==> src/rtl/i2c_tgt_pkg.sv <==
package i2c_tgt_pkg;

    localparam int BYTE_BITS = 8;

    typedef enum logic [2:0] {
        ST_IDLE,
        ST_ADDR,
        ST_ADDR_ACK,
        ST_WR_BYTE,
        ST_WR_ACK,
        ST_RD_BYTE,
        ST_RD_ACK,
        ST_IGNORE
    } tgt_state_e;

endpackage

==> src/rtl/i2c_tgt_sync_bit.sv <==
module i2c_tgt_sync_bit #(
    parameter int STAGES = 2
) (
    input  logic clk,
    input  logic rst_n,
    input  logic d_i,
    output logic q_o
);
    logic [STAGES-1:0] chain_q;

    // Lines idle high, so the chain resets to 1 to avoid a false edge.
    always_ff @(posedge clk or negedge rst_n) begin
        if (!rst_n) begin
            chain_q <= '1;
        end else begin
            chain_q <= {chain_q[STAGES-2:0], d_i};
        end
    end

    assign q_o = chain_q[STAGES-1];
endmodule

==> src/rtl/i2c_tgt_line_events.sv <==
module i2c_tgt_line_events (
    input  logic clk,
    input  logic rst_n,
    input  logic scl_s,
    input  logic sda_s,
    output logic scl_rise,
    output logic scl_fall,
    output logic start_det,
    output logic stop_det
);
    logic scl_q;
    logic sda_q;

    always_ff @(posedge clk or negedge rst_n) begin
        if (!rst_n) begin
            scl_q <= 1'b1;
            sda_q <= 1'b1;
        end else begin
            scl_q <= scl_s;
            sda_q <= sda_s;
        end
    end

    assign scl_rise  = scl_s & ~scl_q;
    assign scl_fall  = ~scl_s & scl_q;
    // SDA edges only count as START or STOP with SCL high on both samples.
    assign start_det = scl_s & scl_q & sda_q & ~sda_s;
    assign stop_det  = scl_s & scl_q & ~sda_q & sda_s;
endmodule

==> src/rtl/i2c_tgt_regfile.sv <==
module i2c_tgt_regfile #(
    parameter int              N_REGS    = 4,
    parameter logic [N_REGS-1:0] WIDE_MASK = 4'b1110,
    localparam int             PTR_W     = (N_REGS > 1) ? $clog2(N_REGS) : 1
) (
    input  logic             clk,
    input  logic             rst_n,
    input  logic             wr_en,
    input  logic [PTR_W-1:0] wr_idx,
    input  logic [15:0]      wr_word,
    input  logic [PTR_W-1:0] rd_idx,
    output logic [15:0]      rd_word,
    output logic             rd_wide
);
    logic [15:0] word_w [N_REGS];

    for (genvar k = 0; k < N_REGS; k++) begin : g_reg
        localparam logic [7:0] RST_HI = 8'hC0 + 8'(k);
        localparam logic [7:0] RST_LO = 8'h3C;
        logic hit;
        assign hit = wr_en && (wr_idx == PTR_W'(k));

        if (WIDE_MASK[k]) begin : g_wide
            logic [15:0] val_q;
            always_ff @(posedge clk or negedge rst_n) begin
                if (!rst_n) begin
                    val_q <= {RST_HI, RST_LO};
                end else if (hit) begin
                    val_q <= wr_word;
                end
            end
            assign word_w[k] = val_q;
        end else begin : g_narrow
            logic [7:0] val_q;
            always_ff @(posedge clk or negedge rst_n) begin
                if (!rst_n) begin
                    val_q <= RST_HI;
                end else if (hit) begin
                    val_q <= wr_word[15:8];
                end
            end
            assign word_w[k] = {val_q, 8'h00};
        end
    end

    assign rd_word = word_w[rd_idx];
    assign rd_wide = WIDE_MASK[rd_idx];
endmodule

==> src/rtl/i2c_reg_target.sv <==
module i2c_reg_target
    import i2c_tgt_pkg::*;
#(
    parameter logic [6:0]        DEV_ADDR    = 7'h48,
    parameter int                N_REGS      = 4,
    parameter logic [N_REGS-1:0] WIDE_MASK   = 4'b1110,
    parameter int                SYNC_STAGES = 2
) (
    input  logic clk,
    input  logic rst_n,
    input  logic scl_i,
    input  logic sda_i,
    output logic sda_oe
);
    localparam int PTR_W = (N_REGS > 1) ? $clog2(N_REGS) : 1;
    localparam logic [3:0] LAST_BIT = 4'(BYTE_BITS);

    logic scl_s, sda_s;
    logic scl_rise, scl_fall, start_det, stop_det;

    tgt_state_e  state, state_nx;
    logic [3:0]  bit_cnt;
    logic [7:0]  rx_sr;
    logic [7:0]  tx_sr;
    logic        rw_q;
    logic        got_ptr;
    logic        wr_lsb;
    logic        rd_lsb;
    logic [7:0]  hold_hi;
    logic [PTR_W-1:0] ptr;

    logic        wr_en;
    logic [15:0] wr_word;
    logic [15:0] rd_word;
    logic        rd_wide;
    logic        byte_done;
    logic        addr_hit;

    i2c_tgt_sync_bit #(.STAGES(SYNC_STAGES)) u_sync_scl (
        .clk(clk), .rst_n(rst_n), .d_i(scl_i), .q_o(scl_s)
    );
    i2c_tgt_sync_bit #(.STAGES(SYNC_STAGES)) u_sync_sda (
        .clk(clk), .rst_n(rst_n), .d_i(sda_i), .q_o(sda_s)
    );

    i2c_tgt_line_events u_events (
        .clk(clk), .rst_n(rst_n), .scl_s(scl_s), .sda_s(sda_s),
        .scl_rise(scl_rise), .scl_fall(scl_fall),
        .start_det(start_det), .stop_det(stop_det)
    );

    i2c_tgt_regfile #(.N_REGS(N_REGS), .WIDE_MASK(WIDE_MASK)) u_regs (
        .clk(clk), .rst_n(rst_n),
        .wr_en(wr_en), .wr_idx(ptr), .wr_word(wr_word),
        .rd_idx(ptr), .rd_word(rd_word), .rd_wide(rd_wide)
    );

    assign byte_done = scl_fall && (bit_cnt == LAST_BIT);
    assign addr_hit  = (rx_sr[7:1] == DEV_ADDR);

    // Next-state logic: bus conditions take priority over every state.
    always_comb begin
        state_nx = state;
        if (start_det) begin
            state_nx = ST_ADDR;
        end else if (stop_det) begin
            state_nx = ST_IDLE;
        end else begin
            unique case (state)
                ST_IDLE, ST_IGNORE: state_nx = state;
                ST_ADDR:
                    if (byte_done) state_nx = addr_hit ? ST_ADDR_ACK : ST_IGNORE;
                ST_ADDR_ACK:
                    if (scl_fall) state_nx = rw_q ? ST_RD_BYTE : ST_WR_BYTE;
                ST_WR_BYTE:
                    if (byte_done) state_nx = ST_WR_ACK;
                ST_WR_ACK:
                    if (scl_fall) state_nx = ST_WR_BYTE;
                ST_RD_BYTE:
                    if (byte_done) state_nx = ST_RD_ACK;
                ST_RD_ACK:
                    if (scl_rise && sda_s) state_nx = ST_IGNORE;
                    else if (scl_fall)     state_nx = ST_RD_BYTE;
                default: state_nx = ST_IDLE;
            endcase
        end
    end

    // State register.
    always_ff @(posedge clk or negedge rst_n) begin
        if (!rst_n) begin
            state <= ST_IDLE;
        end else begin
            state <= state_nx;
        end
    end

    // Register write: 8-bit registers on every data byte, 16-bit ones on the low byte.
    assign wr_en   = (state == ST_WR_BYTE) && byte_done && got_ptr && !start_det &&
                     !stop_det && (!rd_wide || wr_lsb);
    assign wr_word = rd_wide ? {hold_hi, rx_sr} : {rx_sr, 8'h00};

    // Shift registers, counters and the pointer.
    always_ff @(posedge clk or negedge rst_n) begin
        if (!rst_n) begin
            bit_cnt <= '0;
            rx_sr   <= '0;
            tx_sr   <= '1;
            rw_q    <= 1'b0;
            got_ptr <= 1'b0;
            wr_lsb  <= 1'b0;
            rd_lsb  <= 1'b0;
            hold_hi <= '0;
            ptr     <= '0;
        end else if (start_det || stop_det) begin
            bit_cnt <= '0;
        end else begin
            unique case (state)
                ST_ADDR: begin
                    if (scl_rise && bit_cnt < LAST_BIT) begin
                        rx_sr   <= {rx_sr[6:0], sda_s};
                        bit_cnt <= bit_cnt + 4'd1;
                    end
                    if (byte_done && addr_hit) begin
                        rw_q    <= rx_sr[0];
                        got_ptr <= 1'b0;
                        wr_lsb  <= 1'b0;
                        rd_lsb  <= 1'b0;
                    end
                end
                ST_ADDR_ACK: begin
                    if (scl_fall) begin
                        bit_cnt <= '0;
                        if (rw_q) tx_sr <= rd_word[15:8];
                    end
                end
                ST_WR_BYTE: begin
                    if (scl_rise && bit_cnt < LAST_BIT) begin
                        rx_sr   <= {rx_sr[6:0], sda_s};
                        bit_cnt <= bit_cnt + 4'd1;
                    end
                    if (byte_done) begin
                        if (!got_ptr) begin
                            ptr     <= PTR_W'(32'(rx_sr) % N_REGS);
                            got_ptr <= 1'b1;
                            wr_lsb  <= 1'b0;
                        end else if (rd_wide && !wr_lsb) begin
                            hold_hi <= rx_sr;
                            wr_lsb  <= 1'b1;
                        end else begin
                            wr_lsb  <= 1'b0;
                        end
                    end
                end
                ST_WR_ACK: begin
                    if (scl_fall) bit_cnt <= '0;
                end
                ST_RD_BYTE: begin
                    if (scl_rise && bit_cnt < LAST_BIT) begin
                        bit_cnt <= bit_cnt + 4'd1;
                    end
                    if (scl_fall && bit_cnt != '0 && bit_cnt < LAST_BIT) begin
                        tx_sr <= {tx_sr[6:0], 1'b1};
                    end
                end
                ST_RD_ACK: begin
                    if (scl_fall) begin
                        bit_cnt <= '0;
                        if (rd_wide && !rd_lsb) begin
                            tx_sr  <= rd_word[7:0];
                            rd_lsb <= 1'b1;
                        end else begin
                            tx_sr  <= rd_word[15:8];
                            rd_lsb <= 1'b0;
                        end
                    end
                end
                default: begin
                    bit_cnt <= bit_cnt;
                end
            endcase
        end
    end

    // Output: pull-down enable only, decoded from registered state.
    always_comb begin
        unique case (state)
            ST_ADDR_ACK, ST_WR_ACK: sda_oe = 1'b1;
            ST_RD_BYTE:             sda_oe = ~tx_sr[7];
            default:                sda_oe = 1'b0;
        endcase
    end
endmodule

==> config.mk <==
export PLATFORM = sky130hd
export DESIGN_NAME = i2c_reg_target
export DESIGN_NICKNAME = d
export VERILOG_FILES = /design/src/rtl/i2c_tgt_pkg.sv /design/src/rtl/i2c_tgt_sync_bit.sv /design/src/rtl/i2c_tgt_line_events.sv /design/src/rtl/i2c_tgt_regfile.sv /design/src/rtl/i2c_reg_target.sv
export SDC_FILE = /design/constraint.sdc
export NUM_CORES = 1
export LEC_CHECK = 0
export ABC_CLOCK_PERIOD_IN_PS = 1800
export CORE_UTILIZATION = 36
export CTS_CLUSTER_DIAMETER = 120
export DETAILED_ROUTE_END_ITERATION = 8
export DONT_BUFFER_PORTS = 1
export HOLD_SLACK_MARGIN = 0.02
export PLACE_DENSITY = 0.53
export SLEW_MARGIN = 10
export SYNTH_ARGS = -nofsm -noshare
export SYNTH_HDL_FRONTEND = slang
export SYNTH_SLANG_ARGS = --single-unit
==> constraint.sdc <==
create_clock -name clk -period 1.8 [get_ports clk]
set_input_delay 0.36 -clock clk [delete_from_list [all_inputs] [get_ports clk]]
set_output_delay 0.36 -clock clk [all_outputs]
set_load 0.1 [all_outputs]
==> metrics.txt <==
outcome finished, violations left; violated checks hold timing, setup timing; routed via count 3561; min cycle time layout 1940 ps; port bufs 0; core area 0.0135 mm²; Mapped Cells 433; FF-to-FF path depth 7; Starting Density 37.5%; Slew Limit Headroom 73.2%; synthesized cell area 0.00504 mm²; peak supply drop 405 µV; die width 120 µm; non-filler instance count after layout 687; initial antenna violation count 0; TritonRoute pass-1 iters 4; vias in the first global route 3605; ANT cells 0; height of the chip 120 µm; FF+latch count, synth 99; CTS max path bufs 2; Critical R2R Launch bit_cnt[0]; Power Density 728 mW/mm²; Synth cell types 57; Worst-path clk slew 70 ps; Max Cap Viol 0; Detail Route Antenna Nets 0; Filler cells 1264; mux share of post-synthesis cell area 17.7%; worst-margin pin slew 391 ps; CTS buffer count 9; total area of sequential cells 0.00253 mm²; most common flop cell mapped by yosys dfrtp_1; Core Rows 42; Leak Pwr 2.74 nW; Post-synth EDFFs 0; Clock Latency Late Sink 350 ps; Yosys warnings 0; CP arrival 2170 ps; post-DP HPWL 8320 µm; pre-CTS WS -155 ps; Finish-stage setup viols 50; routability cong. 0.784; Setup Crit Path Kind flip-flop to flip-flop; GR Overflow Total 0; Setup Skew 11.7 ps; CP required 2030 ps; Vias per Instance 5.18; largest net degree at the start of global routing 100; Inst Count DP 645; CTS tree built; H-tree Lvls 3; multi-input combinational cell area 0.00237 mm²; I/O pin cnt 5; Pins Over Slew Limit 0; hold_buf cts 2; R2R setup slack -140 ps; syn nets 439; Post-Synth Simple-Gate Area 12.7%; Mapped Avg Cell Area 11.6 µm²; DRC 0; main combinational cell family by area after synthesis multiplexers; Wirelength per Cell 18.0 µm; Worst Hold Class input pin to asynchronous set/reset pin; Post-Synth XOR/XNOR Area 0.348%; gr usage total 18.2%; Die Area 0.0145 mm²; register area share after synthesis 50.1%; Peak Freq 516 MHz; nets 512; layout cells sized above 1 45.4%; fraction of registers with async set/reset 100%; RSZ-0062 raised after global routing yes; Layout area overhead 25.5%; Worst Setup Start Kind flip-flop; clk sinks 99; final hold slack -298 ps; WL final 12400 µm; period utilization 108%; r2r endpoint u_regs.g_reg[3].g_wide.val_q[7]; Hold Fails Final Rpt 99; initial drt markers 303; post-synthesis compound-gate area fraction 14.2%; Pwr Total 4.60 mW; Final WS setup -140 ps; Clock Root Buffer clkbuf_16; first-pass GRT wire length 20000 µm; CP Capture Type flip-flop; Adder-Cell Fraction of Synth Area 0.497%; Worst Path Max Fanout 5
[sequential cells by signal (all words and copies together) (netlist names)]
name                     cells
u_events.scl_q               1
u_regs.g.g_narrow.val_q      8
got_ptr                      1
u_regs.g.g_wide.val_q       48
wr_lsb                       1
rw_q                         1
rx_sr                        8
ptr                          2
state                        3
hold_hi                      8
u_sync_sda.chain_q           2
bit_cnt                      4
rd_lsb                       1
u_sync_scl.chain_q           2
u_events.sda_q               1
tx_sr                        8
[metal layers]
| metal | vias to the layer above | routed length [µm] | track usage, % |
|---|---|---|---|
| li1 | 1710 | - | - |
| met3 | 16 | 366 | 2.83 |
| met2 | 56 | 5650 | 27.4 |
| met1 | 1779 | 6110 | 26.0 |
| met5 | - | 0 | 0 |
| met4 | 0 | 236 | 7.48 |
[power by group]
part | internal (mW) | switching [mW] | leakage [nW]
combinational | 0.143 | 0.162 | 1.36
clock | 1.12 | 0.859 | 0.143
sequential | 2.27 | 0.0488 | 1.24
[metrics by stage]
step	hold WS (ps)	setup TNS (ps)	instance area, µm²	utilization (%)
floorplan	64.4	-161	5050	-
global placement	67.8	-3220	5650	42.0
detailed placement	68.5	-3450	5650	42.0
CTS	-314	-2870	6100	45.4
global route	-321	-8390	6330	47.0
finish	-298	-3630	6330	47.0
[repair_timing]
item / 4_1_cts / 5_1_grt
endpoints found under the setup margin: 57 / 89
hold endpoints to repair: 101 / 99
gates resized for setup: 21 / 10
cloned: 1 / 2
pin swaps: 4 / 6
setup buffers: 5 / 16
[how the worst max path moves through the flow]
stage	start	endpoint	depth (start not counted)
after floorplan	bit_cnt[0]	u_regs.g_reg[3].g_wide.val_q[0]	7
after global routing	bit_cnt[0]	state[1]	9
final	bit_cnt[0]	u_regs.g_reg[3].g_wide.val_q[7]	7
after CTS	bit_cnt[0]	u_regs.g_reg[3].g_wide.val_q[7]	7
after detailed placement	bit_cnt[1]	u_regs.g_reg[3].g_wide.val_q[2]	7
after global placement	bit_cnt[0]	u_regs.g_reg[3].g_wide.val_q[2]	7
[logic make-up (layout without fill, tap and decap cells)]
family                   Yosys count  count (layout)
multiplexers                      73              73
XOR/XNOR                           2               2
flip-flops                        99              99
adder cells (fa/ha/maj)            2               2
buffers and inverters             37             115
AND/OR/NAND/NOR                  122             122
AO/OA/AOI/OAI                     98              98
[area by class of cell]
cell class	instances	share of cell area, %
Tap cell	176	3.48
Inverter	9	0.534
Clock inverter	4	0.811
Clock buffer	12	3.90
Sequential cell	99	39.9
Multi-Input combinational cell	297	37.4
Timing Repair Buffer	90	13.9
[cells in the final DEF, fill, tap and decap left out, types with 4 or more instances in the layout]
cell type | netlist | final
a211o_1 | 4 | 4
a211oi_1 | 11 | 11
a21o_1 | 4 | 4
a21oi_1 | 6 | 6
a22oi_1 | 5 | 5
and2_1 | 4 | 4
buf_12 | 0 | 8
buf_4 | 4 | 67
buf_6 | 8 | 8
clkbuf_16 | 0 | 11
dfrtp_1 | 61 | 60
dfstp_2 | 38 | 38
inv_1 | 9 | 9
mux2_2 | 28 | 28
mux2_4 | 18 | 18
mux2i_1 | 24 | 24
nand2_1 | 53 | 53
nand3_1 | 8 | 8
nor2_1 | 17 | 16
nor2b_1 | 10 | 9
nor3_1 | 4 | 4
o2111ai_1 | 5 | 5
o21ai_0 | 16 | 15
o21ai_1 | 5 | 5
o21ai_2 | 20 | 21
[synthesized netlist by cell type (all sizes together), types with 4 or more instances]
cell,count,area share [%]
dfrtp,61,30
nand2,53,3.9
mux2,46,12
o21ai,41,5.6
dfstp,38,20
mux2i,24,4.8
buf,20,3.2
nor2,19,1.7
a211oi,11,1.6
nor2b,10,1.2
inv,9,0.67
nand3,9,0.99
clkbuf,8,0.60
a21oi,6,0.60
a22oi,5,0.74
nor3,5,0.72
o2111ai,5,0.87
a211o,4,0.70
a21o,4,0.60
a31oi,4,0.50
and2,4,0.50
[critical path: stages, from the launching register on]
cell      delay (ps)
dfrtp_1          380
inv_1             60
ha_1             150
and4bb_4         280
nand3_2           90
or3_4            420
buf_6            150
mux2_4           280
(Power assumes the default switching activity.)
